`config.mk`:
```
export PLATFORM = sky130hd
export DESIGN_NAME = evt_capture_top
export DESIGN_NICKNAME = d
export VERILOG_FILES = /design/src/rtl/evt_capture_pkg.sv /design/src/rtl/evt_free_cnt.sv /design/src/rtl/evt_front.sv /design/src/rtl/evt_cap_regs.sv /design/src/rtl/evt_capture_top.sv
export SDC_FILE = /design/constraint.sdc
export NUM_CORES = 1
export LEC_CHECK = 0
export ABC_AREA = 1
export BUFFER_PORTS_ARGS = -buffer_cell sky130_fd_sc_hd__buf_2
export CORE_ASPECT_RATIO = 1.1
export CORE_UTILIZATION = 30
export DETAILED_ROUTE_END_ITERATION = 12
export PLACE_DENSITY = 0.46
export SLEW_MARGIN = 30
export SYNTH_ARGS = -nofsm -noshare
export SYNTH_HDL_FRONTEND = slang
export SYNTH_HIERARCHICAL = 1
export SYNTH_SLANG_ARGS = --single-unit
```
`constraint.sdc`:
```
create_clock -name clk -period 4.4 [get_ports clk]
set_input_delay 0.88 -clock clk [delete_from_list [all_inputs] [get_ports clk]]
set_output_delay 0.88 -clock clk [all_outputs]
set_load 0.01 [all_outputs]
```
`src/rtl/evt_capture_pkg.sv`:
```
package evt_capture_pkg;

    // Bus address map of the capture unit
    typedef enum logic [1:0] {
        SEL_CAP_LO = 2'd0,
        SEL_CAP_HI = 2'd1,
        SEL_FLAG   = 2'd2,
        SEL_NONE   = 2'd3
    } bus_sel_e;

    // Position of the capture flag inside the flag byte
    localparam int FLAG_BIT = 0;

endpackage

```
`src/rtl/evt_free_cnt.sv`:
```
module evt_free_cnt #(
    parameter int CNT_W = 16
) (
    input  logic             clk,
    input  logic             rst_n,
    output logic [CNT_W-1:0] cnt_o
);

    typedef struct packed {
        logic [CNT_W-1:0] cnt;
    } cnt_st_t;

    cnt_st_t st_d, st_q;

    always_comb begin
        st_d     = st_q;
        st_d.cnt = st_q.cnt + CNT_W'(1);
    end

    always_ff @(posedge clk or negedge rst_n) begin
        if (!rst_n) begin
            st_q <= '0;
        end else begin
            st_q <= st_d;
        end
    end

    assign cnt_o = st_q.cnt;

endmodule

```
`src/rtl/evt_front.sv`:
```
module evt_front #(
    parameter int SYNC_LEN = 2,
    parameter int FILT_LEN = 4
) (
    input  logic clk,
    input  logic rst_n,
    input  logic cap_pin_i,
    input  logic cmp_out_i,
    input  logic src_cmp_i,
    input  logic filt_en_i,
    input  logic edge_rise_i,
    output logic cap_stb_o
);

    localparam int SYNC_TOP = SYNC_LEN - 1;
    localparam int HIST_TOP = FILT_LEN - 1;

    typedef struct packed {
        logic [SYNC_LEN-1:0] sync;
        logic [FILT_LEN-1:0] hist;
        logic                lvl;
    } front_st_t;

    front_st_t st_d, st_q;
    logic      src_raw;
    logic      sync_out;
    logic      hist_ones;
    logic      hist_zeros;
    logic      lvl_nxt;

    // Source select: comparator output or external pin
    assign src_raw  = src_cmp_i ? cmp_out_i : cap_pin_i;
    assign sync_out = st_q.sync[SYNC_TOP];

    // Synchroniser chain; element 0 is the first flop
    generate
        if (SYNC_LEN > 1) begin : g_sync_chain
            always_comb begin
                st_d.sync = {st_q.sync[SYNC_TOP-1:0], src_raw};
            end
        end else begin : g_sync_single
            always_comb begin
                st_d.sync = src_raw;
            end
        end
    endgenerate

    // Filter history; element 0 holds the newest synchronised sample
    generate
        if (FILT_LEN > 1) begin : g_hist_chain
            always_comb begin
                st_d.hist = {st_q.hist[HIST_TOP-1:0], sync_out};
            end
        end else begin : g_hist_single
            always_comb begin
                st_d.hist = sync_out;
            end
        end
    endgenerate

    assign hist_ones  = &st_q.hist;
    assign hist_zeros = ~|st_q.hist;

    always_comb begin
        if (filt_en_i) begin
            if (hist_ones) begin
                lvl_nxt = 1'b1;
            end else if (hist_zeros) begin
                lvl_nxt = 1'b0;
            end else begin
                lvl_nxt = st_q.lvl;
            end
        end else begin
            lvl_nxt = sync_out;
        end
        st_d.lvl = lvl_nxt;
    end

    // Edge qualifier: level changes this cycle in the selected direction
    assign cap_stb_o = (lvl_nxt != st_q.lvl) && (lvl_nxt == edge_rise_i);

    always_ff @(posedge clk or negedge rst_n) begin
        if (!rst_n) begin
            st_q <= '0;
        end else begin
            st_q <= st_d;
        end
    end

endmodule

```
`src/rtl/evt_cap_regs.sv`:
```
module evt_cap_regs
    import evt_capture_pkg::*;
#(
    parameter int CNT_W = 16,
    parameter int BUS_W = 8
) (
    input  logic             clk,
    input  logic             rst_n,
    input  logic [CNT_W-1:0] cnt_i,
    input  logic             cap_stb_i,
    input  logic             top_mode_i,
    input  logic             irq_en_i,
    input  logic             irq_ack_i,
    input  logic             bus_rd_i,
    input  logic             bus_wr_i,
    input  logic [1:0]       bus_addr_i,
    input  logic [BUS_W-1:0] bus_wdata_i,
    output logic [BUS_W-1:0] bus_rdata_o,
    output logic             irq_o,
    output logic [CNT_W-1:0] cap_o,
    output logic             flag_o
);

    localparam int HI_W = CNT_W - BUS_W;

    typedef struct packed {
        logic [CNT_W-1:0] cap;
        logic [HI_W-1:0]  temp;
        logic             flag;
    } regs_st_t;

    regs_st_t st_d, st_q;
    logic     rd_lo;
    logic     wr_lo;
    logic     wr_hi;
    logic     wr_flag;

    assign rd_lo   = bus_rd_i && (bus_addr_i == SEL_CAP_LO);
    assign wr_lo   = bus_wr_i && (bus_addr_i == SEL_CAP_LO);
    assign wr_hi   = bus_wr_i && (bus_addr_i == SEL_CAP_HI);
    assign wr_flag = bus_wr_i && (bus_addr_i == SEL_FLAG);

    always_comb begin
        st_d = st_q;

        // Shared high-byte latch: written directly, or loaded by a low read
        if (wr_hi) begin
            st_d.temp = bus_wdata_i[HI_W-1:0];
        end else if (rd_lo) begin
            st_d.temp = st_q.cap[CNT_W-1:BUS_W];
        end

        // Capture has priority over a software write
        if (cap_stb_i) begin
            st_d.cap = cnt_i;
        end else if (wr_lo && top_mode_i) begin
            st_d.cap = {st_q.temp, bus_wdata_i};
        end

        // Flag: capture wins over both clear sources
        if (cap_stb_i) begin
            st_d.flag = 1'b1;
        end else if (irq_ack_i || (wr_flag && bus_wdata_i[FLAG_BIT])) begin
            st_d.flag = 1'b0;
        end
    end

    always_comb begin
        bus_rdata_o = '0;
        case (bus_addr_i)
            SEL_CAP_LO: bus_rdata_o = st_q.cap[BUS_W-1:0];
            SEL_CAP_HI: bus_rdata_o = BUS_W'(st_q.temp);
            SEL_FLAG:   bus_rdata_o[FLAG_BIT] = st_q.flag;
            default:    bus_rdata_o = '0;
        endcase
    end

    always_ff @(posedge clk or negedge rst_n) begin
        if (!rst_n) begin
            st_q <= '0;
        end else begin
            st_q <= st_d;
        end
    end

    assign irq_o  = st_q.flag && irq_en_i;
    assign cap_o  = st_q.cap;
    assign flag_o = st_q.flag;

endmodule

```
`src/rtl/evt_capture_top.sv`:
```
module evt_capture_top #(
    parameter int CNT_W    = 16,
    parameter int BUS_W    = 8,
    parameter int SYNC_LEN = 2,
    parameter int FILT_LEN = 4
) (
    input  logic             clk,
    input  logic             rst_n,
    input  logic             cap_pin_i,
    input  logic             cmp_out_i,
    input  logic             src_cmp_i,
    input  logic             filt_en_i,
    input  logic             edge_rise_i,
    input  logic             top_mode_i,
    input  logic             irq_en_i,
    input  logic             irq_ack_i,
    input  logic             bus_rd_i,
    input  logic             bus_wr_i,
    input  logic [1:0]       bus_addr_i,
    input  logic [BUS_W-1:0] bus_wdata_i,
    output logic [BUS_W-1:0] bus_rdata_o,
    output logic [CNT_W-1:0] cnt_o,
    output logic             irq_o
);

    logic [CNT_W-1:0] cnt_w;
    logic             cap_stb_w;
    logic [CNT_W-1:0] cap_val_w;
    logic             flag_w;

    evt_free_cnt #(
        .CNT_W (CNT_W)
    ) u_cnt (
        .clk   (clk),
        .rst_n (rst_n),
        .cnt_o (cnt_w)
    );

    evt_front #(
        .SYNC_LEN (SYNC_LEN),
        .FILT_LEN (FILT_LEN)
    ) u_front (
        .clk         (clk),
        .rst_n       (rst_n),
        .cap_pin_i   (cap_pin_i),
        .cmp_out_i   (cmp_out_i),
        .src_cmp_i   (src_cmp_i),
        .filt_en_i   (filt_en_i),
        .edge_rise_i (edge_rise_i),
        .cap_stb_o   (cap_stb_w)
    );

    evt_cap_regs #(
        .CNT_W (CNT_W),
        .BUS_W (BUS_W)
    ) u_regs (
        .clk         (clk),
        .rst_n       (rst_n),
        .cnt_i       (cnt_w),
        .cap_stb_i   (cap_stb_w),
        .top_mode_i  (top_mode_i),
        .irq_en_i    (irq_en_i),
        .irq_ack_i   (irq_ack_i),
        .bus_rd_i    (bus_rd_i),
        .bus_wr_i    (bus_wr_i),
        .bus_addr_i  (bus_addr_i),
        .bus_wdata_i (bus_wdata_i),
        .bus_rdata_o (bus_rdata_o),
        .irq_o       (irq_o),
        .cap_o       (cap_val_w),
        .flag_o      (flag_w)
    );

    assign cnt_o = cnt_w;

endmodule

```
==> results of run 1 <==
[final cells by class]
class / count / area, um2
fill: 929 / 5080
sequential: 48 / 1200
multi-input combinational: 244 / 1150
timing repair buffer: 47 / 238
tap: 108 / 135
inverter: 26 / 97.6
clock buffer: 6 / 82.6
clock inverter: 2 / 10.0
[worst max-delay path: stages]
cell     delay, ps
buf_2          130
inv_2          150
nand2_1        210
o21ai_0        250
buf_2          170
[through the flow]
stage                     instances  hold slack [ps]  cell area (um2)
after floorplan                 327              331             2500
after global placement          473              332             2820
after detailed placement        473              336             2820
after CTS                       481              358             2920
after global routing            481              368             2920
final                           481              354             2920
[worst paths after layout]
path	from	endpoint
max	bus_addr_i[1]	bus_rdata_o[5]
min	u_front/st_d[6]	u_front/st_d[1]
max reg2reg	u_front/st_q[4]	u_regs/cap_o[7]
min in group asynchronous	rst_n	u_regs/st_q[4]
max in group asynchronous	rst_n	u_regs/cap_o[1]
min reg2reg	u_front/st_d[6]	u_front/st_d[1]
[routing by layer]
metal / routed length (um) / vias to the layer above
met4: 90 / 0
li1: - / 1121
met2: 2880 / 62
met1: 3300 / 1012
met3: 249 / 6
met5: 0 / -
[registers in the layout, indices dropped and copies added, names as in the netlist]
signal,count
u_front/st_q,2
u_front/st_d,5
u_regs/cap_o,16
u_cnt/cnt_o,16
u_regs/st_q,8
u_regs/flag_o,1
[where the power goes]
group | internal, W | total (W) | switching [W]
clock network | 0.000126 | 0.000276 | 0.000150
logic | 0.0000739 | 0.000207 | 0.000133
registers | 0.000506 | 0.000544 | 0.0000387
==> results.md, run 1 <==
- Hold Crit Depth: 0
- Status: finished clean
- Synth Warn #: 6
- Initial Util: 0.313
- Setup tns final: 0 ps
- CP Class: in2out
- Grt ovf: 0
- Most used routing layer: met2
- Rows: 34
- Final Core Density: 0.365
- Routability cong.: 0.809
- Die ar.: 0.00871 mm2
- Pwr per Cell Area: 352 mW/mm2
- Total track usage: 0.162
- WL final: 6.52 mm
- Met3 Use GR: 0.0270
- Slew at the pin with the worst max-slew slack: 715 ps
- RSZ-0062 raised after global routing: no
- Core box area: 0.00800 mm2
- Vias in the first global route: 2134
- P_leak: 1.54 nW
- Ant diodes: 0
- Die Y: 97.8 um
- DR vias: 2201
- Register-to-register setup slack: 2130 ps
- Avg Cell Area, Syn: 7.65 um2
- WL/cell: 13.5 um
- Initial antenna violation count: 0
- # IOs: 47
- Post-cts resize count: 0
- Largest net degree at the start of global routing: 49
- First-pass GRT wire length: 10.8 mm
- Min-Delay Path Class: reg2reg
- Share of cells above drive strength 1: 0.206
- Initial DRT Pass Iterations: 4
- Worst clock skew: 7.21 ps
- Commonest non-fill, non-tap cell in the layout: nand2_1
- Skew-Pair Late Insertion Delay: 300 ps
- Final Power: 0.00103 W
- Max-slew violations: 0
- Post-layout nets: 395
- CP startpoint kind: primary input
- Rel. slew slack: 0.522
- Hold_buf cts: 0
- Fin worst setup slack: 1720 ps
- Post-Synthesis Cells: 327
- Met2 Use GR: 0.244
- CTS buffer count: 5
- CP Max Fanout: 10
- Worst Setup End Kind: primary output
- FF-to-FF path depth: 10
- 1st-iter DRT viols: 77
- Fin. Hold Viols: 0
- Worst vdd ir: 0.000106 V
- Setup violators final: 0
- Area Growth Syn to Fin: 16.6%
- CTS Buffer Depth: 2
- WP data arrival: 1800 ps
- Post-Syn Nets: 350
- Port bufs: 46
- H-tree depth: 2
- Drt drc: 0
- CTS root buf: clkbuf_8
- Met1 Use GR: 0.236
- Setup bufs post-CTS: 0
- Post-Synthesis Cell Area: 0.00250 mm2
- Final period util: 0.609
- Max_cap viols: 0
- Via/cell ratio: 4.58
- Worst EP required: 3520 ps
- Post-DRT Antenna Nets: 0
- Post-place setup slack: 1590 ps
- Fmax: 373 MHz
- Most frequent cells in the layout: nand2_1, dfrtp_1, buf_2, inv_1, nand3_1
- Die W: 89.1 um
- CTS tree: yes
- CTS clk-pin slew, worst paths: 90 ps
- Minimum clock period: 2680 ps
- Clock sinks: 48
- Dpl hpwl: 4.76 mm
No activity file was read; power rests on OpenSTA's default activity.
==> run 2, diff against run 1 <==
==> constraint.sdc (replaced) <==
create_clock -name clk -period 2.55 [get_ports clk]
set_input_delay 0.51 -clock clk [delete_from_list [all_inputs] [get_ports clk]]
set_output_delay 0.51 -clock clk [all_outputs]
set_load 0.01 [all_outputs]
==> run 2 against run 1 <==
  * Count of clock-buffer cells in the layout stayed put
  * Power is 69% higher
  * Utilization is 0.094 points higher
  * Worst setup slack worse by 1100 ps
  * Final area is 0.26% higher
  * Wire length is 2.2% lower
  * Critical path depth stayed put
  * Combinational power is 75% higher
  * Cell count is 0.42% higher
  * Worst hold slack worse by 240 ps
  * Via count hardly changed
  * Highest routed layer unchanged
==> results.md, run 2 (synthesis gave the netlist of run 1 again) <==
- Dpl hpwl: 4.88 mm
- CP startpoint kind: primary input
- CP Class: in2out
- Die ar.: 0.00871 mm2
- Final period util: 0.769
- Most frequent cells in the layout: nand2_1, dfrtp_1, buf_2, inv_1, nand3_1
- Initial antenna violation count: 0
- Die Y: 97.8 um
- Rows: 34
- Setup tns final: 0 ps
- Total track usage: 0.159
- Minimum clock period: 1960 ps
- Hold_buf cts: 0
- Routability cong.: 0.750
- CP Max Fanout: 10
- Post-layout nets: 398
- Vias in the first global route: 2059
- Multi-input gate area: 0.00115 mm2
- Largest net degree at the start of global routing: 25
- Max-slew violations: 0
- Worst vdd ir: 0.000214 V
- Post-place setup slack: 574 ps
- Status: finished clean
- Port bufs: 46
- CTS root buf: clkbuf_8
- Ant diodes: 0
- Worst clock skew: 5.45 ps
- CTS clk-pin slew, worst paths: 90 ps
- Max_cap viols: 0
- Setup bufs post-CTS: 0
- First-pass GRT wire length: 10.5 mm
- CTS tree: yes
- Switching portion of total power: 0.313
- Post-DRT Antenna Nets: 0
- Initial DRT Pass Iterations: 4
- Fmax: 510 MHz
- Most frequent CP cell: buf_2
- Worst path top cell family by delay: buffers and inverters
- Share of cells above drive strength 1: 0.208
- Post-cts resize count: 0
- Pwr per Cell Area: 594 mW/mm2
- Die W: 89.1 um
- # IOs: 47
- Worst EP required: 2040 ps
- Area Growth Syn to Fin: 16.9%
- Grt ovf: 0
- Bufs and invs on worst path: 3
- WP data arrival: 1450 ps
- WL final: 6.37 mm
- CTS buffer count: 5
- Min-Delay Path Class: in2async
- Setup violators final: 0
- Initial Util: 0.313
- Clock sinks: 48
- Skew-Pair Late Insertion Delay: 300 ps
- Drt drc: 0
- 1st-iter DRT viols: 118
- Rel. slew slack: 0.748
- Int Pwr: 0.00119 W
- DR vias: 2202
- CTS Buffer Depth: 2
- Via/cell ratio: 4.56
- Critical path's largest stage delay: 250 ps
- Worst Setup End Kind: primary output
- Commonest non-fill, non-tap cell in the layout: nand2_1
- Sw power: 0.000544 W
- Core box area: 0.00800 mm2
- Sequential power share: 0.539
- P_leak: 1.55 nW
- Fin. Hold Viols: 0
- Final Instance Area: 0.00292 mm2
- Slew at the pin with the worst max-slew slack: 378 ps
- Combinational Power Share: 0.209
- Fillcell total: 875
- CP max-delay cell: o21ai_0
- RSZ-0062 raised after global routing: no
- H-tree depth: 2
- Clk pwr share: 0.253
- Critical Path, Cell by Cell: buf_2, inv_2, nand2_1, o21ai_0, buf_2
- FF/Latch Area: 0.00120 mm2
- Dpl cell area: 0.00285 mm2
- Fin worst setup slack: 590 ps
- WL/cell: 13.2 um
[run 2: power groups by stage]
stage / registers (W) / clock network [W] / logic, W
after floorplan: 0.000932 / 0 / 0.000252
after global placement: 0.000950 / 0 / 0.000366
after detailed placement: 0.000951 / 0 / 0.000366
after CTS: 0.000937 / 0.000458 / 0.000368
after global routing: 0.000949 / 0.000484 / 0.000425
final: 0.000936 / 0.000439 / 0.000363
[run 2: routing by layer]
metal,vias to the layer above,global-route usage,wire length [um]
li1,1128,-,-
met1,1027,0.221,3170
met2,41,0.257,2910
met3,6,0.0245,223
met4,0,0.0440,70
met5,-,0,0
[run 2: per-stage QoR]
step	cells	util	total power [W]	hold slack, ps
floorplan	327	-	0.00118	214
global placement	476	0.356	0.00132	334
detailed placement	476	0.356	0.00132	335
CTS	483	0.366	0.00176	120
global route	483	0.366	0.00186	130
finish	483	0.366	0.00174	116
[run 2: worst reg2reg max path: stages (launching register included)]
cell and delay [ps]:
dfrtp_1 400, nor2_1 110, nand2_1 60, nand2_1 70, nand2_2 60, nand3_1 70, nand2_1 80, inv_2 270
buf_4 230, nand2_1 60, nand2_1 60, nand2_1 50, nand2_1 60
[run 2: final cells by class]
cell class	instances	area share
clock inverters	1	0.00171
flip-flops and latches	48	0.411
multi-input cells	244	0.394
clock buffers	6	0.0248
well taps	108	0.0462
repair buffers	50	0.0890
inverters	26	0.0334
[run 2: worst paths after layout]
| path | slack (ps) | startpoint | cells past startpoint | end |
|---|---|---|---|---|
| worst max register to register | 910 | u_front/st_d[3] | 12 | u_regs/cap_o[1] |
| max in group asynchronous | 1850 | rst_n | 2 | u_cnt/cnt_o[2] |
| worst max-delay path | 590 | bus_addr_i[1] | 5 | bus_rdata_o[6] |
| worst min-delay path | 120 | rst_n | 1 | u_regs/cap_o[2] |
| min in group clk | 350 | u_front/st_d[6] | 0 | u_front/st_d[1] |
| worst min register to register | 350 | u_front/st_d[6] | 0 | u_front/st_d[1] |
